<file path="config.mk">
export PLATFORM = sky130hd
export DESIGN_NAME = dio_regs
export DESIGN_NICKNAME = d
export VERILOG_FILES = /design/src/rtl/dio_pkg.sv /design/src/rtl/dio_sync.sv /design/src/rtl/dio_port.sv /design/src/rtl/dio_regs.sv
export SDC_FILE = /design/constraint.sdc
export NUM_CORES = 1
export LEC_CHECK = 0
export BUFFER_PORTS_ARGS = -buffer_cell sky130_fd_sc_hd__buf_2
export CORE_MARGIN = 2
export CORE_UTILIZATION = 39
export DETAILED_ROUTE_END_ITERATION = 12
export PLACE_DENSITY = 0.65
export SYNTH_ARGS = -nofsm -noshare
export SYNTH_HDL_FRONTEND = slang
export SYNTH_SLANG_ARGS = --single-unit
export TNS_END_PERCENT = 1
</file>
<file path="constraint.sdc">
create_clock -name clk -period 1.53 [get_ports clk]
set_input_delay 0.153 -clock clk [delete_from_list [all_inputs] [get_ports clk]]
set_output_delay 0.153 -clock clk [all_outputs]
set_load 0.01 [all_outputs]
</file>
<file path="src/rtl/dio_pkg.sv">
package dio_pkg;
    typedef enum logic [1:0] {
        OFS_PORT_A = 2'd0,
        OFS_PORT_B = 2'd1,
        OFS_LED    = 2'd2,
        OFS_DIR    = 2'd3
    } dio_ofs_e;

    localparam int unsigned NUM_PORTS = 2;
    localparam logic        LED_RESET = 1'b1;
endpackage

</file>
<file path="src/rtl/dio_sync.sv">
module dio_sync #(
    parameter int unsigned WIDTH = 8
) (
    input  logic             clk,
    input  logic             rst_n,
    input  logic [WIDTH-1:0] d,
    output logic [WIDTH-1:0] q
);
    logic [WIDTH-1:0] stage1;

    always_ff @(posedge clk or negedge rst_n) begin
        if (!rst_n) begin
            stage1 <= '0;
            q      <= '0;
        end else begin
            stage1 <= d;
            q      <= stage1;
        end
    end
endmodule

</file>
<file path="src/rtl/dio_port.sv">
module dio_port #(
    parameter int unsigned WIDTH = 8
) (
    input  logic             clk,
    input  logic             rst_n,
    input  logic             wr_sel,
    input  logic [WIDTH-1:0] wdata,
    input  logic             dir_out,
    input  logic [WIDTH-1:0] pin_in,
    output logic [WIDTH-1:0] pin_out,
    output logic [WIDTH-1:0] pin_oe,
    output logic [WIDTH-1:0] rd_val
);
    logic [WIDTH-1:0] latch_q;
    logic [WIDTH-1:0] pin_sync;

    always_ff @(posedge clk or negedge rst_n) begin
        if (!rst_n) begin
            latch_q <= '0;
        end else if (wr_sel) begin
            latch_q <= wdata;
        end
    end

    dio_sync #(.WIDTH(WIDTH)) u_sync (
        .clk   (clk),
        .rst_n (rst_n),
        .d     (pin_in),
        .q     (pin_sync)
    );

    always_comb begin
        pin_out = latch_q;
        pin_oe  = {WIDTH{dir_out}};
        rd_val  = dir_out ? latch_q : pin_sync;
    end
endmodule

</file>
<file path="src/rtl/dio_regs.sv">
module dio_regs #(
    parameter int unsigned PORT_W = 8
) (
    input  logic                  clk,
    input  logic                  rst_n,
    input  logic                  wr_en,
    input  logic [1:0]            addr,
    input  logic [PORT_W-1:0]     wdata,
    output logic [PORT_W-1:0]     rdata,
    input  logic [2*PORT_W-1:0]   pin_in,
    output logic [2*PORT_W-1:0]   pin_out,
    output logic [2*PORT_W-1:0]   pin_oe,
    output logic                  led_pin
);
    import dio_pkg::*;

    localparam int unsigned NP = NUM_PORTS;

    dio_ofs_e          ofs;
    logic [NP-1:0]     dir_q;
    logic              led_q;
    logic [PORT_W-1:0] port_rd [NP];

    assign ofs = dio_ofs_e'(addr);

    always_ff @(posedge clk or negedge rst_n) begin
        if (!rst_n) begin
            dir_q <= '0;
            led_q <= LED_RESET;
        end else if (wr_en) begin
            if (ofs == OFS_DIR) dir_q <= wdata[NP-1:0];
            if (ofs == OFS_LED) led_q <= wdata[0];
        end
    end

    for (genvar p = 0; p < NP; p++) begin : g_port
        logic sel;
        assign sel = wr_en && (addr == 2'(p));
        dio_port #(.WIDTH(PORT_W)) u_port (
            .clk     (clk),
            .rst_n   (rst_n),
            .wr_sel  (sel),
            .wdata   (wdata),
            .dir_out (dir_q[p]),
            .pin_in  (pin_in [p*PORT_W +: PORT_W]),
            .pin_out (pin_out[p*PORT_W +: PORT_W]),
            .pin_oe  (pin_oe [p*PORT_W +: PORT_W]),
            .rd_val  (port_rd[p])
        );
    end

    assign led_pin = ~led_q;

    always_comb begin
        rdata = '0;
        unique case (ofs)
            OFS_PORT_A: rdata = port_rd[0];
            OFS_PORT_B: rdata = port_rd[1];
            OFS_LED:    rdata = '0;
            OFS_DIR:    rdata[NP-1:0] = dir_q;
        endcase
    end
endmodule

</file>
After elaboration in Yosys (flattened, before gate mapping)
Cells that the tools add are included.
- register bits: 51
- latch bits: 0
- RAM bits: 0
- bits in read-only memories: 0
- input bits: 29
- output and inout bits: 41
- logic and storage cells: 21
- memories: 0
- add/sub/neg operators: 0
- $mul: 0
- divide/modulo/power cells: 0
- $lt $le $gt $ge: 0
- equal/unequal tests: 3
- shifts and indexed selects: 0
- muxes and demuxes: 4
- bitwise logic cells: 1
- reduce and logical (&&, ||, !) cells: 5
- operator list (kind ; count):
    $mux W8 ; 2
    $pmux W6 S2 ; 1
    $pmux W2 S4 ; 1
    $eq A2 B2 Y1 const B ; 2
    $reduce_and A2 Y1 ; 2
    $eq A2 B1 Y1 const B ; 1
    $logic_and A1 B1 Y1 ; 2
    $logic_not A2 Y1 ; 1
    $not A1 Y1 ; 1

Longest topological paths before layout
- word-level depth: 2
- gate-level depth with buffers: 4
- mapped depth without buffers: 3

Modules after synthesis
From an unflattened synthesis, not the netlist that was laid out.
- cells, all modules: 131
- area total of the unflattened synthesis: 2133.3 um^2
- by module, submodules not included (module ; instances ; cells each ; area each (um^2) ; sequential area each (um^2)):
    dio_port ; 2 ; 34 ; 523.0 ; 200.2
    dio_sync ; 2 ; 16 ; 400.4 ; 400.4
    dio_regs ; 1 ; 31 ; 286.5 ; 76.3

Worst setup path before layout
OpenSTA, ideal clock, no wires.
- path type: register -> output
- start point: register dir_q[0]
- end point: output rdata[1]
- arrival: 1.307 ns
- required time: 1.377 ns
- slack: 0.070 ns
- stages on the path, launching flop included: 4
- path buffers: 1
- cell sequence: dfrtp_1 buf_4 mux2i_1 o311ai_0
- word-level cells in the longest chain between the ends: 2
- ends and longest elaborated chain (item ; line ; text):
    from (decl) ; dio_regs.sv:20 ; logic [NP-1:0] dir_q;
    from (signal assigned) ; dio_regs.sv:31 ; if (ofs == OFS_DIR) dir_q <= wdata[NP-1:0];
    $mux W8 ; dio_port.sv:35 ; rd_val = dir_out ? latch_q : pin_sync;
    $pmux W2 S4 ; dio_regs.sv:56 ; unique case (ofs)
    to (decl) ; dio_regs.sv:9 ; output logic [PORT_W-1:0] rdata,
Every way passes these cells.

Worst setup path in the final report
Same ends and word-level chain as after synthesis.

==> out/results.tsv <==
metric	value	unit
status	finished with violations	
failing checks	negative setup slack	
worst vdd ir	0.000799	V
Die H	74.8	um
Vias	1300	
DRT iter0 DRCs	49	
P&R area growth vs syn	33.1	%
mux share of post-synthesis cell area	15.1	%
die area	5590	um2
sw frac	28.5	%
Leak	1.25	nW
Worst-path clk slew	0.09	ns
largest net degree at the start of global routing	22	
# fillers	420	
r2r setup slk	0.52	ns
post-synthesis cell area	1950	um2
initial antenna violation count	0	
ys async rst share	100	%
skew final	0.00403	ns
XOR/XNOR Fraction of Synth Area	0	%
total chip power	0.00308	W
clock share of power	23.7	%
grt ovf	0	
largest family of logic cells by synthesized area	multiplexers	
reg2reg end	dir_q[0]	
core area	4790	um2
CP Data Required Time	1.38	ns
hold_ws	0.0917	ns
synthesis-stage register bit count	51	
Pint	0.00220	W
WS Path Type	reg -> out	
Die Wd	74.8	um
combinational share of power	24.8	%
net switching power	0.000878	W
Hold/Removal Path Class	in -> reg	
Final Instance Area	2600	um2
Core Rows	25	
sequential share of the synthesized area	65.4	%
Hold Path Sink	g_port[1].u_port.pin_out[7]	
hold path depth	2	
IO buf count	69	
worst skew pair latency	0.30	ns
vias in the first global route	1336	
Flop pwr share	51.4	%
max-slew violation count	0	
CP Launch Point	dir_q[0]	
fin worst setup slack	-0.116	ns
initial core utilization	40.8	%
io pins	70	
Worst EP arrival	1.49	ns
Worst R2R Path Depth	2	
Worst setup SP type	flip-flop	
routed length per instance	14.7	um
post-synth cell types	20	
clock tree sinks	51	
gpl congestion	0.799	
HPWL after detailed placement	3.08	mm
router iterations before antenna repair	4	
antenna cells	0	
post-layout net count	244	
Period Utilization, post-route	108	%
Synth Area in Compound Gates	6.53	%
Fin. Hold Viols	0	
yosys warns	0	
Max Clk Rate	608	MHz
Slew headroom	69.1	%
DRC viols	0	
Post-Route Utilization	54.3	%
Cells after Synth	131	
first-pass GRT wire length	6.56	mm
CTS Root Cell	clkbuf_8	
power per standard cell area	1180	nW/um2
Antenna Nets Post-Route	0	
CP Capture Type	output port	
HP Start	wdata[7]	
Tmin final	1.65	ns
H-Tree Depth	2	
placed cell area	2310	um2
Top FF cell, synth	dfrtp_1	
Max Cap Viol	0	
Simple-Gate Fraction of Synth Area	4.80	%
GRT Util Overall	16.2	%
syn avg cell area	14.9	um2
Syn Nets	160	
crit-path max FO	8	
Post-Synth Adder-Cell Area	0	%
unrepaired setup endpoints after global routing	true	
RR Startpoint	dir_q[0]	
CTS tree	yes	
clock buffer depth	2	
wirelength, routed	4.17	mm
slew of the pin with the lowest slew margin	0.464	ns
pre-CTS setup slack	0.0810	ns
ratio of cells with drive above 1 in the final layout	51.9	%
Post-synth EDFFs	0	
final setup fails	8	
Vias/cell	4.59	
Num CTS Buffers	5	
registers in the layout (all words and copies together), names as in the netlist:
| signal | count |
|---|---|
| g_port.u_port.pin_out | 16 |
| dir_q | 2 |
| g_port.u_port.u_sync.stage1 | 16 |
| g_port.u_port.u_sync.q | 16 |
| led_q | 1 |
worst max path at each step:
| stage | end | slack (ns) | depth (start not counted) |
|---|---|---|---|
| after floorplan | rdata[1] | 0.07 | 3 |
| after global placement | rdata[2] | 0.16 | 5 |
| after detailed placement | rdata[3] | 0.08 | 5 |
| after CTS | rdata[1] | -0.11 | 4 |
| after global routing | rdata[7] | -0.20 | 4 |
| final | rdata[1] | -0.12 | 4 |
power groups by stage:
stage          registers [W]  logic [W]  clock network (W)
3_5_place_dp         0.00161   0.000708                  0
6_report             0.00158   0.000764           0.000731
4_1_cts              0.00159   0.000770           0.000741
5_1_grt              0.00160   0.000827           0.000810
3_3_place_gp         0.00160   0.000689                  0
2_1_floorplan        0.00164   0.000415                  0
worst max-delay path, cell delays in order (launching register included):
cell and delay [ns]:
dfrtp_2 0.48, buf_4 0.16, mux2i_1 0.11, o311ai_1 0.26, buf_2 0.19
routing by layer:
layer  share of wire, %  track usage, %  vias up
li1                   -               -      606
met1                 40            19.5      649
met2                 53            27.4       36
met3                4.9            4.28        9
met4                2.3            7.14        0
met5                  0               0        -
cells in the mapped netlist, types with 2 or more instances:
library cell / number / area share, %
buf_2: 2 / 0.51
buf_4: 18 / 6.9
mux2i_1: 8 / 4.1
inv_1: 3 / 0.58
mux2_2: 19 / 11
nor2b_1: 5 / 1.6
dfrtp_1: 50 / 64
a211oi_1: 13 / 5.0
and2b_1: 2 / 0.77
cell type report:
class	count	area, um2	area share, %
repair buffers	98	613	23.6
inverters	3	11.3	0.433
flip-flops and latches	51	1280	49.2
multi-input cells	56	531	20.4
clock inverters	1	5.00	0.193
clock buffers	7	76.3	2.94
well taps	67	83.8	3.23
what timing repair did:
item | CTS | global route
setup endpoints to repair | 8 | 8
hold buffers | 17 | 0
pin swaps | 7 | 0
hold endpoints to repair | 34 | 0
resized for setup | 6 | 2
buffers inserted | 2 | 0
metrics by stage:
| step | TNS (ns) | std cells |
|---|---|---|
| after floorplan | 0 | 131 |
| after global placement | 0 | 256 |
| after detailed placement | 0 | 256 |
| after CTS | -0.638 | 283 |
| after global routing | -1.30 | 283 |
| final | -0.547 | 283 |
cells by family after synthesis:
group / after synthesis
buffers and inverters: 24
muxes: 27
AOI/OAI and AO/OA: 17
DFF: 51
and+or+nand+nor: 12
placed cells by master, fill, tap and decap left out, types with 3 or more instances in the layout:
cell type / synthesis / layout
a211oi_1: 13 / 13
buf_2: 2 / 69
buf_4: 18 / 10
clkbuf_8: 0 / 5
dfrtp_1: 50 / 49
dlygate4sd3_1: 0 / 17
inv_1: 3 / 3
mux2_2: 19 / 19
mux2i_1: 8 / 8
nor2b_1: 5 / 3
Power figures use the tool's default switching activity.
